==> config.mk <==
export PLATFORM = sky130hd
export DESIGN_NAME = flash_cmd_seq
export DESIGN_NICKNAME = d
export VERILOG_FILES = /design/src/rtl/flash_seq_pkg.sv /design/src/rtl/fcs_decode.sv /design/src/rtl/fcs_status.sv /design/src/rtl/fcs_locks.sv /design/src/rtl/flash_cmd_seq.sv
export SDC_FILE = /design/constraint.sdc
export NUM_CORES = 1
export LEC_CHECK = 0
export ABC_CLOCK_PERIOD_IN_PS = 2600
export CAP_MARGIN = 20
export CORE_ASPECT_RATIO = 1.1
export CORE_UTILIZATION = 45
export CTS_BUF_LIST = sky130_fd_sc_hd__clkbuf_2
export DETAILED_ROUTE_END_ITERATION = 12
export GPL_TIMING_DRIVEN = 0
export PLACE_DENSITY = 0.79
export SETUP_SLACK_MARGIN = 0.5
export SLEW_MARGIN = 10
export SYNTH_ARGS = -nofsm -noshare
export SYNTH_HDL_FRONTEND = slang
export SYNTH_SLANG_ARGS = --single-unit
==> constraint.sdc <==
create_clock -name clk -period 2.6 [get_ports clk]
set_clock_uncertainty 0.1 [all_clocks]
set_input_delay 0.52 -clock clk [delete_from_list [all_inputs] [get_ports clk]]
set_output_delay 0.52 -clock clk [all_outputs]
set_load 0.05 [all_outputs]
==> src/rtl/flash_seq_pkg.sv <==
package flash_seq_pkg;
  typedef enum logic [1:0] {
    OP_PROG  = 2'd0,
    OP_ERASE = 2'd1,
    OP_ERALL = 2'd2,
    OP_LOCK  = 2'd3
  } op_e;

  typedef enum logic [2:0] {
    K_TWO, K_READ, K_CLR, K_STAT, K_BAD
  } kind_e;

  localparam logic [1:0] ERR_PROG  = 2'b01;
  localparam logic [1:0] ERR_ERASE = 2'b10;
  localparam logic [1:0] ERR_SEQ   = 2'b11;

  localparam logic [7:0] C_PROG  = 8'h40;
  localparam logic [7:0] C_ERASE = 8'h20;
  localparam logic [7:0] C_ERALL = 8'hA7;
  localparam logic [7:0] C_LOCK  = 8'h77;
  localparam logic [7:0] C_READ  = 8'hFF;
  localparam logic [7:0] C_CLR   = 8'h50;
  localparam logic [7:0] C_STAT  = 8'h70;
  localparam logic [7:0] C_GO    = 8'hD0;
endpackage

==> src/rtl/fcs_decode.sv <==
module fcs_decode
  import flash_seq_pkg::*;
(
  input  logic [7:0] code,
  output kind_e      kind,
  output op_e        op,
  output logic       cfm_go,
  output logic       cfm_abort
);
  always_comb begin
    kind = K_BAD;
    op   = OP_PROG;
    case (code)
      C_PROG:  begin kind = K_TWO; op = OP_PROG;  end
      C_ERASE: begin kind = K_TWO; op = OP_ERASE; end
      C_ERALL: begin kind = K_TWO; op = OP_ERALL; end
      C_LOCK:  begin kind = K_TWO; op = OP_LOCK;  end
      C_READ:  kind = K_READ;
      C_CLR:   kind = K_CLR;
      C_STAT:  kind = K_STAT;
      default: kind = K_BAD;
    endcase
  end

  assign cfm_go    = (code == C_GO);
  assign cfm_abort = (code == C_READ);
endmodule

==> src/rtl/fcs_status.sv <==
module fcs_status (
  input  logic       clk,
  input  logic       rst,
  input  logic [1:0] set_bits,
  input  logic       clr,
  input  logic       busy_set,
  input  logic       busy_clr,
  output logic [1:0] err,
  output logic       ready
);
  always_ff @(posedge clk) begin
    if (rst) begin
      err   <= '0;
      ready <= 1'b1;
    end else begin
      if (clr) err <= '0;
      else     err <= err | set_bits;
      if (busy_set)      ready <= 1'b0;
      else if (busy_clr) ready <= 1'b1;
    end
  end

  // bits never fall without a clear request
  a_r8_err_sticky: assert property (@(posedge clk) disable iff (rst)
    !clr |=> ((err & $past(err)) == $past(err)));
endmodule

==> src/rtl/fcs_locks.sv <==
module fcs_locks #(
  parameter int NUM_BLK = 8,
  parameter int BLK_W   = 3
) (
  input  logic               clk,
  input  logic               rst,
  input  logic               set_en,
  input  logic               clr_en,
  input  logic               mclr_en,
  input  logic [BLK_W-1:0]   idx,
  input  logic [NUM_BLK-1:0] mask,
  output logic [NUM_BLK-1:0] bits
);
  for (genvar i = 0; i < NUM_BLK; i++) begin : g_bit
    logic q;
    always_ff @(posedge clk) begin
      if (rst)                                   q <= 1'b0;
      else if (set_en && idx == BLK_W'(i))       q <= 1'b1;
      else if ((clr_en && idx == BLK_W'(i)) ||
               (mclr_en && mask[i]))             q <= 1'b0;
    end
    assign bits[i] = q;
  end

  a_r11_lock_set: assert property (@(posedge clk) disable iff (rst)
    set_en |=> bits[idx]);
  a_r11_lock_clr: assert property (@(posedge clk) disable iff (rst)
    clr_en |=> !bits[idx]);
endmodule

==> src/rtl/flash_cmd_seq.sv <==
module flash_cmd_seq
  import flash_seq_pkg::*;
#(
  parameter int NUM_BLK = 8,
  parameter int ADDR_W  = 12,
  parameter int DATA_W  = 16
) (
  input  logic               clk,
  input  logic               rst,
  input  logic               bus_we,
  input  logic [ADDR_W-1:0]  bus_addr,
  input  logic [DATA_W-1:0]  bus_wdata,
  input  logic               lock_off,
  input  logic               eng_done,
  input  logic               eng_fail,
  output logic               eng_start,
  output logic [1:0]         eng_op,
  output logic [ADDR_W-1:0]  eng_addr,
  output logic [DATA_W-1:0]  eng_data,
  output logic [NUM_BLK-1:0] eng_mask,
  output logic [1:0]         stat_err,
  output logic               stat_ready,
  output logic               read_mode,
  output logic [NUM_BLK-1:0] lock_bits
);
  localparam int BLK_W = (NUM_BLK > 1) ? $clog2(NUM_BLK) : 1;

  typedef enum logic [1:0] {S_IDLE, S_CFM, S_BUSY} st_e;

  st_e   state;
  op_e   pend_op, dec_op;
  kind_e kind;
  logic  cfm_go, cfm_abort;
  logic [BLK_W-1:0]   bus_blk, eng_blk;
  logic [NUM_BLK-1:0] lock_eff;
  logic               bus_locked;
  logic [1:0]         err_set;
  logic clr_req, go, done_ack, lk_set, lk_clr, lk_mclr;

  assign bus_blk    = bus_addr[ADDR_W-1 -: BLK_W];
  assign eng_blk    = eng_addr[ADDR_W-1 -: BLK_W];
  assign lock_eff   = lock_off ? '0 : lock_bits;
  assign bus_locked = lock_eff[bus_blk];

  fcs_decode u_dec (
    .code(bus_wdata[7:0]), .kind(kind), .op(dec_op),
    .cfm_go(cfm_go), .cfm_abort(cfm_abort)
  );

  always_comb begin
    err_set  = '0;
    clr_req  = 1'b0;
    go       = 1'b0;
    done_ack = 1'b0;
    lk_set   = 1'b0;
    lk_clr   = 1'b0;
    lk_mclr  = 1'b0;
    case (state)
      S_IDLE: if (bus_we) begin
        if (kind == K_BAD) err_set = ERR_SEQ;
        if (kind == K_CLR) clr_req = 1'b1;
      end
      S_CFM: if (bus_we) begin
        if (pend_op == OP_PROG) begin
          if (bus_locked) err_set = ERR_PROG;
          else            go = 1'b1;
        end else if (!cfm_abort) begin
          if (!cfm_go)                                err_set = ERR_SEQ;
          else if (pend_op == OP_ERASE && bus_locked) err_set = ERR_ERASE;
          else                                        go = 1'b1;
        end
      end
      S_BUSY: if (eng_done) begin
        done_ack = 1'b1;
        if (eng_fail)
          err_set = (eng_op == OP_ERASE || eng_op == OP_ERALL) ? ERR_ERASE : ERR_PROG;
        else begin
          lk_set  = (eng_op == OP_LOCK);
          lk_clr  = (eng_op == OP_ERASE);
          lk_mclr = (eng_op == OP_ERALL);
        end
      end
      default: ;
    endcase
  end

  always_ff @(posedge clk) begin
    if (rst) begin
      state     <= S_IDLE;
      pend_op   <= OP_PROG;
      read_mode <= 1'b1;
      eng_start <= 1'b0;
      eng_op    <= '0;
      eng_addr  <= '0;
      eng_data  <= '0;
      eng_mask  <= '0;
    end else begin
      eng_start <= 1'b0;
      case (state)
        S_IDLE: if (bus_we) begin
          case (kind)
            K_TWO:  begin state <= S_CFM; pend_op <= dec_op; end
            K_READ: read_mode <= 1'b1;
            K_STAT, K_BAD: read_mode <= 1'b0;
            default: ;
          endcase
        end
        S_CFM: if (bus_we) begin
          if (go) begin
            state     <= S_BUSY;
            eng_start <= 1'b1;
            eng_op    <= pend_op;
            eng_addr  <= bus_addr;
            eng_data  <= bus_wdata;
            eng_mask  <= (pend_op == OP_ERALL) ? ({NUM_BLK{lock_off}} | ~lock_bits) : '0;
            read_mode <= 1'b0;
          end else begin
            state     <= S_IDLE;
            read_mode <= (pend_op != OP_PROG) && cfm_abort;
          end
        end
        S_BUSY: if (eng_done) state <= S_IDLE;
        default: state <= S_IDLE;
      endcase
    end
  end

  fcs_status u_stat (
    .clk(clk), .rst(rst), .set_bits(err_set), .clr(clr_req),
    .busy_set(go), .busy_clr(done_ack), .err(stat_err), .ready(stat_ready)
  );

  fcs_locks #(.NUM_BLK(NUM_BLK), .BLK_W(BLK_W)) u_locks (
    .clk(clk), .rst(rst), .set_en(lk_set), .clr_en(lk_clr), .mclr_en(lk_mclr),
    .idx(eng_blk), .mask(eng_mask), .bits(lock_bits)
  );

  a_r9_start_pulse: assert property (@(posedge clk) disable iff (rst)
    eng_start |=> !eng_start);
  a_r9_start_busy: assert property (@(posedge clk) disable iff (rst)
    eng_start |-> !stat_ready);
  a_r3_start_needs_write: assert property (@(posedge clk) disable iff (rst)
    eng_start |-> $past(bus_we));
  a_r10_mask_skips_locked: assert property (@(posedge clk) disable iff (rst)
    (eng_start && eng_op == OP_ERALL) |-> ((eng_mask & $past(lock_eff)) == '0));
endmodule

==> impl_metrics.ini <==
[run_status]
outcome = complete, no violations

[clocking]
root_buffer = clkbuf_2
cts-htree-levels = 2
clk_latency_ns = 0.45
clock_sinks = 55
cts_buffers = 5
cts_tree = yes
path_clk_slew_ns = 0.28
clk_path_buf_depth = 2

[critical_path]
setup.worst_path.start = bus_wdata[2]
cp-endpoint = eng_mask[4]
cp.required_ns = 2.90
cp-end-kind = flip-flop
ff2ff_setup_slack_ns = 0.64
cp.arrival_ns = 2.43
cp_max_fo = 8
reg2reg_depth = 7
reg2reg_to = eng_addr[10]
startpoint_type = primary input
crit_type = in2reg
r2r_start = u_locks.g_bit[6].q

[route]
routed_wl_mm = 6.18
ant_nets = 0
drc = 0
vias = 2347
drt_iter0_drc = 123
firstDrtPassIters = 4
vias_per_cell = 5.24
routedWlPerCell_um = 13.8

[timing]
slew_violations = 0
hold_violations = 0
worstMarginPinSlew_ns = 0.613
setup_tns_ns = 0
grt_setup_unrepaired = true
fmax_ghz = 0.468
period_share_pct = 82.1
setup_violations = 0
finalHoldWorstSlack_ns = 0.231
relSlewSlack_pct = 59.0
min_period_ns = 2.13

[power_and_ir_drop]
power.leakage_nw = 1.60
ir_worst_vdd_mv = 0.308
powerDensity_mw_per_mm2 = 382

[min_path]
min_path_cells = 3
hp-class = in2reg

[yosys]
syn_inst = 278
ys_seq_area_share_pct = 42.9
syn_area_per_cell_sq_um = 9.24
ys_async_sr_fraction_pct = 0
yosys_register_bits = 55
synth_flop_cell = dfxtp_1
syn_nets = 315
synth-edff-count = 0
synth_cell_types = 47
synth_area_sq_mm = 0.00257
synth_warnings = 0

[floorplanning]
row_count = 28
io-pin-count = 85
coreArea_sq_mm = 0.00543
start_util_pct = 47.3
die_y_um = 81.2
die_area_sq_mm = 0.00601
die_x_um = 74.0

[grt]
grt_max_degree = 19
antenna_found_initial = 0
grt-ovfl-total = 0
grt_usage_pct = 21.8
grt_pass1_vias = 2271
grt_pass1_wl_mm = 10.1

[placed_design]
gp_congestion = 0.896
io_buffer_count = 82
post-dp-hpwl_mm = 4.55

[finish]
final_nets = 409
fill_cells = 475
final_util_pct = 64.8
diodes = 0
synthToLayoutAreaGrowth_pct = 37.0
drive_above_1_share_pct = 18.0

[job]
cap_viol_max_count = 0
==> cell usage in the layout, fill, tap and decap left out, types with 4 or more instances in the layout <==
cell,instances
nand2b_1,16
nor2_1,37
clkbuf_2,24
a21oi_1,14
clkdlybuf4s15_1,16
clkdlybuf4s50_1,24
mux2i_1,33
nand2_1,21
a31oi_1,4
inv_1,5
nor2b_1,4
clkdlybuf4s15_2,9
o211ai_1,6
dlygate4sd2_1,13
dfxtp_2,4
o21ai_0,4
a22o_1,8
buf_4,11
clkbuf_1,9
dfxtp_1,51
nand3_1,8
==> cell families after synthesis <==
group,share of synthesized area [%]
muxes,12.9
buffers and inverters,5.90
and+or+nand+nor,21.5
xor gates and xnor gates,0.341
DFF,42.9
AOI/OAI and AO/OA,15.0
adders and majority gates,1.46
==> cell type report <==
class	count	area, sq um	area share (%)
inverter	5	18.8	0.534
clock buffer	5	25.0	0.711
clock inverter	3	22.5	0.640
tap	75	93.8	2.67
multi-input combinational	196	1330	37.9
buffer	22	148	4.20
sequential	55	1110	31.4
timing repair buffer	87	771	21.9
==> stage by stage <==
step	worst slack (ns)	cell area, sq um	power (W)	cells
final	0.466	3520	0.00134	448
after detailed placement	-0.394	3480	0.00101	435
after CTS	0.408	3540	0.00136	447
after global routing	0.477	3520	0.00141	448
after global placement	-0.345	3480	0.00101	435
after floorplan	0.366	2570	0.000929	278
==> metal layers <==
| metal | up-vias | track usage [%] | part of all wire [%] |
|---|---|---|---|
| li1 | 1166 | - | - |
| met1 | 1090 | 26.7 | 44 |
| met2 | 87 | 36.0 | 48 |
| met3 | 4 | 7.44 | 7.5 |
| met4 | 0 | 6.35 | 0.44 |
| met5 | - | 0 | 0 |
==> how the worst min path moves through the flow <==
stage                       end  slack (ns)    startpoint
floorplan              state[0]        0.36      state[1]
finish              eng_data[0]        0.23  bus_wdata[0]
global route        eng_data[0]        0.17  bus_wdata[0]
global placement    eng_data[9]        0.37   eng_data[9]
CTS                 eng_addr[9]        0.31   bus_addr[9]
detailed placement  eng_data[8]        0.39   eng_data[8]
==> what timing repair did <==
| action | 4_1_cts | 5_1_grt |
|---|---|---|
| buffers inserted | 3 | 1 |
| gates resized for setup | 80 | 61 |
| hold buffers | 0 | 0 |
| pin swaps | 3 | 4 |
| gates cloned | 1 | 0 |
| endpoints found under the setup margin | 100 | 60 |
==> registers in the layout (all words and copies together) (netlist names) <==
name / count
eng_start: 1
eng_mask: 8
eng_addr: 12
eng_op: 2
u_stat.err: 2
u_locks.g_bit.q: 8
eng_data: 16
read_mode: 1
state: 2
u_stat.ready: 1
pend_op: 2
==> critical path, cell delays in order <==
cell and delay, ns:
dlygate4sd2_1 0.28, or4_4 0.53, o31ai_4 0.29, o311ai_4 0.16, buf_4 0.17, nor2b_1 0.13, buf_6 0.13, a22o_1 0.22
==> Yosys cell counts (2+ instances only) <==
| cell type | number | share of area, % |
|---|---|---|
| a211oi_1 | 2 | 0.58 |
| a21oi_1 | 14 | 2.7 |
| a22o_1 | 8 | 2.7 |
| a31oi_1 | 4 | 0.97 |
| and3_1 | 2 | 0.49 |
| and3b_1 | 2 | 0.68 |
| buf_4 | 11 | 3.2 |
| clkbuf_1 | 9 | 1.3 |
| dfxtp_1 | 55 | 43 |
| ha_1 | 3 | 1.5 |
| inv_1 | 5 | 0.73 |
| mux2i_1 | 33 | 13 |
| nand2_1 | 21 | 3.1 |
| nand2b_1 | 16 | 3.9 |
| nand3_1 | 8 | 1.6 |
| nand3b_1 | 2 | 0.58 |
| nor2_1 | 38 | 5.6 |
| nor2b_1 | 4 | 0.97 |
| nor3b_1 | 2 | 0.58 |
| o211ai_1 | 6 | 1.8 |
| o21ai_0 | 4 | 0.78 |
| o221a_2 | 2 | 0.88 |
| o311ai_0 | 3 | 1.0 |
==> where the power goes <==
part           leakage (nW)  total, W  switching (W)  internal (W)
Combinational          1.12  0.000134      0.0000693     0.0000643
Clock                0.0333  0.000357       0.000286     0.0000713
Sequential            0.446  0.000854     0.00000279      0.000851
Total                  1.60   0.00134       0.000358      0.000987
Note: power is estimated with default switching activity, not from simulation.
